`src/rtl/hds_pkg.sv`:
```
package hds_pkg;
    typedef enum logic [1:0] {
        PK_HDR = 2'd0,
        PK_HIT = 2'd1,
        PK_EOE = 2'd2
    } pk_kind_e;

    typedef enum logic [2:0] {
        ST_COLLECT  = 3'd0,
        ST_ROADWAIT = 3'd1,
        ST_HDR      = 3'd2,
        ST_HIT      = 3'd3,
        ST_EOE      = 3'd4
    } phase_e;
endpackage

```
`src/rtl/hds_road_table.sv`:
```
module hds_road_table #(
    parameter int NUM_ROADS  = 16,
    parameter int NUM_LAYERS = 2,
    parameter int SB_W       = 6,
    parameter int RW         = 4,
    parameter int LW         = 1
) (
    input  logic                       clk,
    input  logic                       rst_n,
    input  logic                       we,
    input  logic [RW-1:0]              wr_road,
    input  logic [LW-1:0]              wr_layer,
    input  logic [SB_W-1:0]            wr_sb,
    input  logic [RW-1:0]              rd_road,
    output logic [NUM_LAYERS*SB_W-1:0] rd_sb
);
    localparam int ENTRIES = NUM_ROADS * NUM_LAYERS;

    logic [SB_W-1:0] tbl_q [ENTRIES];

    always_ff @(posedge clk or negedge rst_n) begin
        if (!rst_n) begin
            for (int i = 0; i < ENTRIES; i++) tbl_q[i] <= '0;
        end else if (we && int'(wr_layer) < NUM_LAYERS && int'(wr_road) < NUM_ROADS) begin
            tbl_q[int'(wr_road) * NUM_LAYERS + int'(wr_layer)] <= wr_sb;
        end
    end

    for (genvar g = 0; g < NUM_LAYERS; g++) begin : g_rd
        assign rd_sb[g*SB_W +: SB_W] = tbl_q[int'(rd_road) * NUM_LAYERS + g];
    end
endmodule

```
`src/rtl/hds_hit_store.sv`:
```
module hds_hit_store #(
    parameter int DEPTH  = 32,
    parameter int KW     = 7,
    parameter int FINE_W = 8,
    parameter int NRD    = 2,
    localparam int PW    = $clog2(DEPTH),
    localparam int KEYS  = 1 << KW,
    localparam int CW    = $clog2(DEPTH + 1)
) (
    input  logic              clk,
    input  logic              rst_n,
    input  logic              clr,
    input  logic              wr_en,
    input  logic [KW-1:0]     wr_key,
    input  logic [FINE_W-1:0] wr_fine,
    output logic              wr_first,
    output logic              full,
    input  logic [NRD*KW-1:0] lk_key,
    output logic [NRD*PW-1:0] lk_head,
    output logic [NRD-1:0]    lk_vld,
    input  logic [PW-1:0]     rd_ptr,
    output logic [FINE_W-1:0] rd_fine,
    output logic [PW-1:0]     rd_next,
    output logic              rd_end
);
    logic [KEYS-1:0]   vld_q, vld_d;
    logic [CW-1:0]     cnt_q, cnt_d;
    logic [PW-1:0]     head_q [KEYS];
    logic [FINE_W-1:0] data_q [DEPTH];
    logic [PW-1:0]     nxt_q  [DEPTH];
    logic [DEPTH-1:0]  end_q;
    logic              wr_go;
    logic [PW-1:0]     wp;

    assign full     = (cnt_q == CW'(DEPTH));
    assign wr_go    = wr_en && !full && !clr;
    assign wp       = cnt_q[PW-1:0];
    assign wr_first = !vld_q[wr_key];

    always_comb begin
        vld_d = vld_q;
        cnt_d = cnt_q;
        if (clr) begin
            vld_d = '0;
            cnt_d = '0;
        end else if (wr_go) begin
            vld_d[wr_key] = 1'b1;
            cnt_d = cnt_q + 1'b1;
        end
    end

    always_ff @(posedge clk or negedge rst_n) begin
        if (!rst_n) begin
            vld_q <= '0;
            cnt_q <= '0;
        end else begin
            vld_q <= vld_d;
            cnt_q <= cnt_d;
        end
    end

    // new hit is pushed at the head of its bin list
    always_ff @(posedge clk) begin
        if (wr_go) begin
            data_q[wp]     <= wr_fine;
            nxt_q[wp]      <= head_q[wr_key];
            end_q[wp]      <= !vld_q[wr_key];
            head_q[wr_key] <= wp;
        end
    end

    for (genvar g = 0; g < NRD; g++) begin : g_lk
        assign lk_vld[g]           = vld_q[lk_key[g*KW +: KW]];
        assign lk_head[g*PW +: PW] = head_q[lk_key[g*KW +: KW]];
    end

    assign rd_fine = data_q[rd_ptr];
    assign rd_next = nxt_q[rd_ptr];
    assign rd_end  = end_q[rd_ptr];

    p_drop_full_r9: assert property (@(posedge clk) disable iff (!rst_n)
        (full && wr_en && !clr) |=> (cnt_q == CW'(DEPTH)));
    p_clear_empty_r8: assert property (@(posedge clk) disable iff (!rst_n)
        clr |=> (vld_q == '0 && cnt_q == '0));
endmodule

```
`src/rtl/hit_data_organizer.sv`:
```
module hit_data_organizer
    import hds_pkg::*;
#(
    parameter int FINE_W     = 8,
    parameter int SB_SHIFT   = 2,
    parameter int NUM_LAYERS = 2,
    parameter int DEPTH      = 32,
    parameter int NUM_ROADS  = 16,
    parameter logic [NUM_LAYERS-1:0] SEND_MASK = 2'b01,
    localparam int SB_W = FINE_W - SB_SHIFT,
    localparam int LW   = (NUM_LAYERS > 1) ? $clog2(NUM_LAYERS) : 1,
    localparam int RW   = $clog2(NUM_ROADS),
    localparam int HW   = LW + FINE_W,
    localparam int DW   = (HW > RW) ? HW : RW
) (
    input  logic              clk,
    input  logic              rst_n,
    input  logic              in_valid,
    output logic              in_ready,
    input  logic              in_eoe,
    input  logic [LW-1:0]     in_layer,
    input  logic [FINE_W-1:0] in_fine,
    output logic              sb_valid,
    input  logic              sb_ready,
    output logic              sb_eoe,
    output logic [LW-1:0]     sb_layer,
    output logic [SB_W-1:0]   sb_bin,
    input  logic              rd_valid,
    output logic              rd_ready,
    input  logic              rd_eoe,
    input  logic [RW-1:0]     rd_id,
    output logic              pk_valid,
    input  logic              pk_ready,
    output logic [1:0]        pk_kind,
    output logic              pk_last,
    output logic [DW-1:0]     pk_data,
    input  logic              rt_we,
    input  logic [RW-1:0]     rt_road,
    input  logic [LW-1:0]     rt_layer,
    input  logic [SB_W-1:0]   rt_sb
);
    localparam int KW = LW + SB_W;
    localparam int PW = $clog2(DEPTH);

    typedef struct packed {
        phase_e                 ph;
        logic                   sbv;
        logic                   sbe;
        logic [LW-1:0]          sbl;
        logic [SB_W-1:0]        sbb;
        logic [RW-1:0]          rid;
        logic [LW-1:0]          cur;
        logic [PW-1:0]          ptr;
        logic [NUM_LAYERS-1:0]  hv;
        logic [NUM_LAYERS*PW-1:0] hd;
    } st_t;

    st_t q, d;

    logic                      wr_en, clr, wr_first, full;
    logic [NUM_LAYERS*SB_W-1:0] road_sb;
    logic [NUM_LAYERS*KW-1:0]  lk_key;
    logic [NUM_LAYERS*PW-1:0]  lk_head;
    logic [NUM_LAYERS-1:0]     lk_vld;
    logic [FINE_W-1:0]         rd_fine;
    logic [PW-1:0]             rd_next;
    logic                      rd_end;
    logic [SB_W-1:0]           in_sb;
    logic                      lay_ok;
    logic [LW-1:0]             first_l, after_l;
    logic                      has_after;

    assign in_sb  = in_fine[FINE_W-1:SB_SHIFT];
    assign lay_ok = int'(in_layer) < NUM_LAYERS;

    hds_road_table #(
        .NUM_ROADS(NUM_ROADS), .NUM_LAYERS(NUM_LAYERS), .SB_W(SB_W), .RW(RW), .LW(LW)
    ) u_table (
        .clk(clk), .rst_n(rst_n), .we(rt_we), .wr_road(rt_road), .wr_layer(rt_layer),
        .wr_sb(rt_sb), .rd_road(rd_id), .rd_sb(road_sb)
    );

    for (genvar g = 0; g < NUM_LAYERS; g++) begin : g_key
        assign lk_key[g*KW +: KW] = {LW'(g), road_sb[g*SB_W +: SB_W]};
    end

    hds_hit_store #(
        .DEPTH(DEPTH), .KW(KW), .FINE_W(FINE_W), .NRD(NUM_LAYERS)
    ) u_store (
        .clk(clk), .rst_n(rst_n), .clr(clr), .wr_en(wr_en),
        .wr_key({in_layer, in_sb}), .wr_fine(in_fine), .wr_first(wr_first), .full(full),
        .lk_key(lk_key), .lk_head(lk_head), .lk_vld(lk_vld),
        .rd_ptr(q.ptr), .rd_fine(rd_fine), .rd_next(rd_next), .rd_end(rd_end)
    );

    // lowest non-empty layer overall, and lowest one above the current layer
    always_comb begin
        first_l   = '0;
        after_l   = '0;
        has_after = 1'b0;
        for (int l = NUM_LAYERS - 1; l >= 0; l--) begin
            if (q.hv[l]) first_l = LW'(l);
            if (q.hv[l] && l > int'(q.cur)) begin
                after_l   = LW'(l);
                has_after = 1'b1;
            end
        end
    end

    always_comb begin
        d        = q;
        wr_en    = 1'b0;
        clr      = 1'b0;
        in_ready = (q.ph == ST_COLLECT) && !q.sbv;
        rd_ready = (q.ph == ST_ROADWAIT);
        pk_valid = (q.ph == ST_HDR) || (q.ph == ST_HIT) || (q.ph == ST_EOE);
        pk_kind  = PK_HDR;
        pk_last  = 1'b0;
        pk_data  = '0;

        if (sb_valid && sb_ready) d.sbv = 1'b0;

        if (in_valid && in_ready) begin
            if (in_eoe) begin
                d.sbv = 1'b1;
                d.sbe = 1'b1;
                d.ph  = ST_ROADWAIT;
            end else if (lay_ok) begin
                wr_en = 1'b1;
                if (!full && wr_first && SEND_MASK[in_layer]) begin
                    d.sbv = 1'b1;
                    d.sbe = 1'b0;
                    d.sbl = in_layer;
                    d.sbb = in_sb;
                end
            end
        end

        if (rd_valid && rd_ready) begin
            if (rd_eoe) begin
                d.ph = ST_EOE;
            end else begin
                d.rid = rd_id;
                d.hv  = lk_vld;
                d.hd  = lk_head;
                d.ph  = ST_HDR;
            end
        end

        case (q.ph)
            ST_HDR: begin
                pk_kind = PK_HDR;
                pk_data = DW'(q.rid);
                pk_last = !(|q.hv);
                if (pk_ready) begin
                    if (|q.hv) begin
                        d.cur = first_l;
                        d.ptr = q.hd[int'(first_l)*PW +: PW];
                        d.ph  = ST_HIT;
                    end else begin
                        d.ph = ST_ROADWAIT;
                    end
                end
            end
            ST_HIT: begin
                pk_kind = PK_HIT;
                pk_data = DW'({q.cur, rd_fine});
                pk_last = rd_end && !has_after;
                if (pk_ready) begin
                    if (!rd_end) begin
                        d.ptr = rd_next;
                    end else if (has_after) begin
                        d.cur = after_l;
                        d.ptr = q.hd[int'(after_l)*PW +: PW];
                    end else begin
                        d.ph = ST_ROADWAIT;
                    end
                end
            end
            ST_EOE: begin
                pk_kind = PK_EOE;
                if (pk_ready) begin
                    clr  = 1'b1;
                    d.ph = ST_COLLECT;
                end
            end
            default: ;
        endcase
    end

    always_ff @(posedge clk or negedge rst_n) begin
        if (!rst_n) q <= '0;
        else        q <= d;
    end

    assign sb_valid = q.sbv;
    assign sb_eoe   = q.sbe;
    assign sb_layer = q.sbl;
    assign sb_bin   = q.sbb;

    p_pk_hold_r10: assert property (@(posedge clk) disable iff (!rst_n)
        (pk_valid && !pk_ready) |=> (pk_valid && $stable(pk_kind) && $stable(pk_data) && $stable(pk_last)));
    p_sb_hold_r10: assert property (@(posedge clk) disable iff (!rst_n)
        (sb_valid && !sb_ready) |=> (sb_valid && $stable(sb_eoe) && $stable(sb_layer) && $stable(sb_bin)));
    p_hold_off_r5: assert property (@(posedge clk) disable iff (!rst_n)
        pk_valid |-> !in_ready);
    p_after_last_r7: assert property (@(posedge clk) disable iff (!rst_n)
        (pk_valid && pk_ready && pk_last) |=> !(pk_valid && pk_kind == PK_HIT));
    p_masked_layer_r4: assert property (@(posedge clk) disable iff (!rst_n)
        (sb_valid && !sb_eoe) |-> SEND_MASK[sb_layer]);
endmodule

```
`config.mk`:
```
export PLATFORM = sky130hd
export DESIGN_NAME = hit_data_organizer
export DESIGN_NICKNAME = d
export VERILOG_FILES = /design/src/rtl/hds_pkg.sv /design/src/rtl/hds_road_table.sv /design/src/rtl/hds_hit_store.sv /design/src/rtl/hit_data_organizer.sv
export SDC_FILE = /design/constraint.sdc
export NUM_CORES = 2
export LEC_CHECK = 0
export BUFFER_PORTS_ARGS = -buffer_cell sky130_fd_sc_hd__buf_2
export CELL_PAD_IN_SITES_DETAIL_PLACEMENT = 1
export CELL_PAD_IN_SITES_GLOBAL_PLACEMENT = 1
export CORE_UTILIZATION = 45
export CTS_BUF_LIST = sky130_fd_sc_hd__clkbuf_16
export CTS_CLUSTER_SIZE = 28
export DETAILED_ROUTE_END_ITERATION = 10
export GPL_TIMING_DRIVEN = 0
export PLACE_DENSITY_LB_ADDON = 0.1
export SLEW_MARGIN = 20
export SYNTH_ARGS = -nofsm -noshare
export SYNTH_HDL_FRONTEND = slang
export SYNTH_SLANG_ARGS = --single-unit
```
`constraint.sdc`:
```
create_clock -name clk -period 6.3 [get_ports clk]
set_clock_uncertainty 0.15 [all_clocks]
set_input_delay 0.63 -clock clk [delete_from_list [all_inputs] [get_ports clk]]
set_output_delay 0.63 -clock clk [all_outputs]
set_load 0.03 [all_outputs]
```
==> reports/metrics.cfg <==
[run_status]
status=complete, but fails checks
violations=design-rule violations, negative setup slack

[min_path]
hold_class=in -> reg

[critical_path]
crit_path_max_fanout=33
critPathRequiredTime_ns=6.60
cp-end-kind=register
arrival_ns=6.97
worstSetupStartpointType=input port
crit_type=in -> reg

[timing]
finalSetupViolCount=269
slew_headroom_pct=16.1
rsz0062_at_grt=yes
final-max-slew-violation-count=0
final_critical_path_setup_slack_ns=-0.369
min_period_over_period_pct=106
hold_violations=0
min_period_ns=6.67
fmax_mhz=150
tightest_slew_ns=1.26

[finish]
fillers=13679
fin_cells=6674
post-route-util_pct=52.3
area_growth_pct=14.8
final_cell_mix=1088 x edfxtp_1, 490 x nand2_1, 355 x dfrtp_1
drive_gt1_share_pct=21.8
design.final.nets=4684
layout_commonest_cell=edfxtp_1

[global_routing]
grt_pass1_wl_mm=370
grtUsageTotal_pct=37.9
grt_pass1_vias=45593
grt_antenna_before_repair=26
grt-ovfl-total=0
grt_max_degree=88

[routing]
via_count=46224
drt_iter0_markers=7661
vias_per_cell=6.93
drt-pass1-iter-count=11
drt-total-wl_mm=271
ant_nets=0
drcViolationCount=3
wl_per_cell_microns=40.6

[cts]
htreeDepth=4
clock_latency_ns=0.85
cts_tree=done
numCtsBuffers=158
path_clk_slew_ns=0.06
clockBufferDepth=3
clkSinkCount=1448
clock-root-buffer=clkbuf_16

[synth]
ys_seq_elements=1448
netlist_area_sq_mm=0.0639
async_reset_ff_share_pct=24.9
yosysSeqAreaShare_pct=65.3
synth_edf_count=1088
ys_warn_count=0
syn_nets=4394
avgSynthCellArea_sq_um=14.7
ys.flop_type=edfxtp_1
ys_types=79
synth_cells=4357

[placement]
io_buffers=52
gp_congestion=1.01
dp_slack_ns=-1.54
place_inst=6350
dp_hpwl_mm=188

[run]
maxCapViolations=0

[pwr]
p_leak_uw=0.0270
ir_worst_vdd_mv=0.272
p_per_area_mw_per_mm2=374

[floorplan]
ios=57
start_util_pct=45.5
rows=137
coreArea_sq_mm=0.140
dieArea_sq_mm=0.143
die_x_microns=379
die_y_microns=379

## worst max-delay path, cell delays in order
cell and delay [ns]:
buf_2 0.47, buf_2 0.46, nor2b_1 0.43, and2_1 0.50, clkbuf_4 0.55, buf_2 0.60, buf_2 0.63, buf_2 0.70
nand2_1 0.66, clkbuf_2 0.64, nor2_2 0.60
## where the power goes
group          total (uW)  internal (uW)  switching, uW
Sequential          11500          11000            449
Combinational        6530           2300           4220
Clock                9440           5230           4210
Total               27400          18600           8880
## routing by layer
metal,track usage (%),routed length [microns],vias to the layer above
met2,55.7,118000,3379
met5,0,168,-
li1,-,-,17827
met4,23.2,19000,24
met3,11.4,32400,862
met1,49.2,101000,24132
## repair_timing
item | 4_1_cts | 5_1_grt
setup buffers | 4 | 0
pin swaps | 1 | 0
endpoints found under the hold margin | 60 | 0
cloned | 0 | 0
gates resized for setup | 12 | 9
setup endpoints to repair | 156 | 115
hold buffers | 9 | 0
## synth_stat cells (all sizes together) (4+ instances only)
library cell / number / area share, %
a211oi: 11 / 0.13
a21boi: 4 / 0.047
a21o: 91 / 1.1
a21oi: 57 / 0.45
a221o: 4 / 0.063
a221oi: 58 / 0.80
a22o: 57 / 0.78
a22oi: 265 / 3.1
a31oi: 53 / 0.52
a32o: 14 / 0.22
a32oi: 65 / 0.89
a41oi: 19 / 0.26
and2: 15 / 0.15
and3: 14 / 0.14
buf: 148 / 1.3
clkbuf: 171 / 1.0
dfrtp: 360 / 14
edfxtp: 1088 / 51
ha: 4 / 0.078
inv: 18 / 0.11
mux2: 219 / 3.9
mux2i: 146 / 2.3
mux4: 237 / 8.5
nand2: 490 / 2.9
nand2b: 14 / 0.14
nand3: 208 / 1.6
nand3b: 9 / 0.11
nand4: 42 / 0.41
nand4b: 5 / 0.069
nor2: 275 / 1.6
nor2b: 19 / 0.19
nor3: 10 / 0.086
nor3b: 5 / 0.059
nor4: 11 / 0.11
o211ai: 10 / 0.12
o21a: 23 / 0.27
o21ai: 39 / 0.31
o221ai: 9 / 0.12
o22ai: 10 / 0.098
o31ai: 5 / 0.059
o32a: 4 / 0.063
or2: 5 / 0.049
or3: 5 / 0.049
or4: 7 / 0.082
## logic make-up (layout without fill, tap and decap cells)
logic type / Yosys count / after routing / share of synthesized area [%]
and+or+nand+nor: 1143 / 1143 / 7.90
adders and majority gates: 4 / 4 / 0.0784
AOI/OAI and AO/OA: 820 / 820 / 9.69
muxes: 602 / 602 / 14.6
DFF: 1448 / 1448 / 65.3
other: 0 / 17 / 0
xor gates and xnor gates: 3 / 3 / 0.0411
buffers and inverters: 337 / 761 / 2.39
## flip-flops by register name, indices dropped and copies added, names as in the netlist
name            flops
u_store.end_q      32
u_store.vld_q     128
sb_valid            1
u_table.tbl_q     192
sb_bin              6
q                  25
sb_eoe              1
u_store.cnt_q       6
u_store.nxt_q     160
sb_layer            1
u_store.data_q    256
u_store.head_q    640
## path summary, 6_finish.rpt
| kind | slack, ns | end | cells past startpoint | from |
|---|---|---|---|---|
| min reg2reg | 0.34 | q[18] | 2 | q[18] |
| max reg2reg | 0.23 | u_store.head_q[96][0] | 8 | u_store.cnt_q[2] |
| max in group asynchronous | 4.46 | u_table.tbl_q[99] | 4 | rst_n |
| max | -0.37 | u_store.head_q[66][3] | 11 | in_fine[3] |
| min | 0.05 | u_table.tbl_q[113] | 2 | rt_sb[5] |
| min in group asynchronous | 0.17 | u_store.vld_q[83] | 2 | rst_n |
## cell type report
class / count / area [sq um] / share of cell area [%]
buffer: 319 / 1560 / 2.13
multi-input combinational: 2572 / 20900 / 28.5
antenna: 17 / 42.5 / 0.0580
clock inverter: 135 / 1230 / 1.68
inverter: 18 / 67.6 / 0.0921
tap: 1876 / 2350 / 3.20
timing repair buffer: 130 / 1520 / 2.08
clock buffer: 159 / 3980 / 5.43
sequential: 1448 / 41700 / 56.9
## metrics by stage
stage               instance area, sq um  total power [uW]  hold WS, ns  setup TNS (ns)
finish                             73300             27400       0.0494          -42.92
global route                       73300             28000       0.0382        -0.00262
CTS                                73300             27300       0.0190         -0.0172
detailed placement                 67900             18000        0.327         -371.42
global placement                   66500             17800        0.320        -4995.52
floorplan                          63900             15200        0.184               0
No activity file was read; power rests on OpenSTA's default activity.
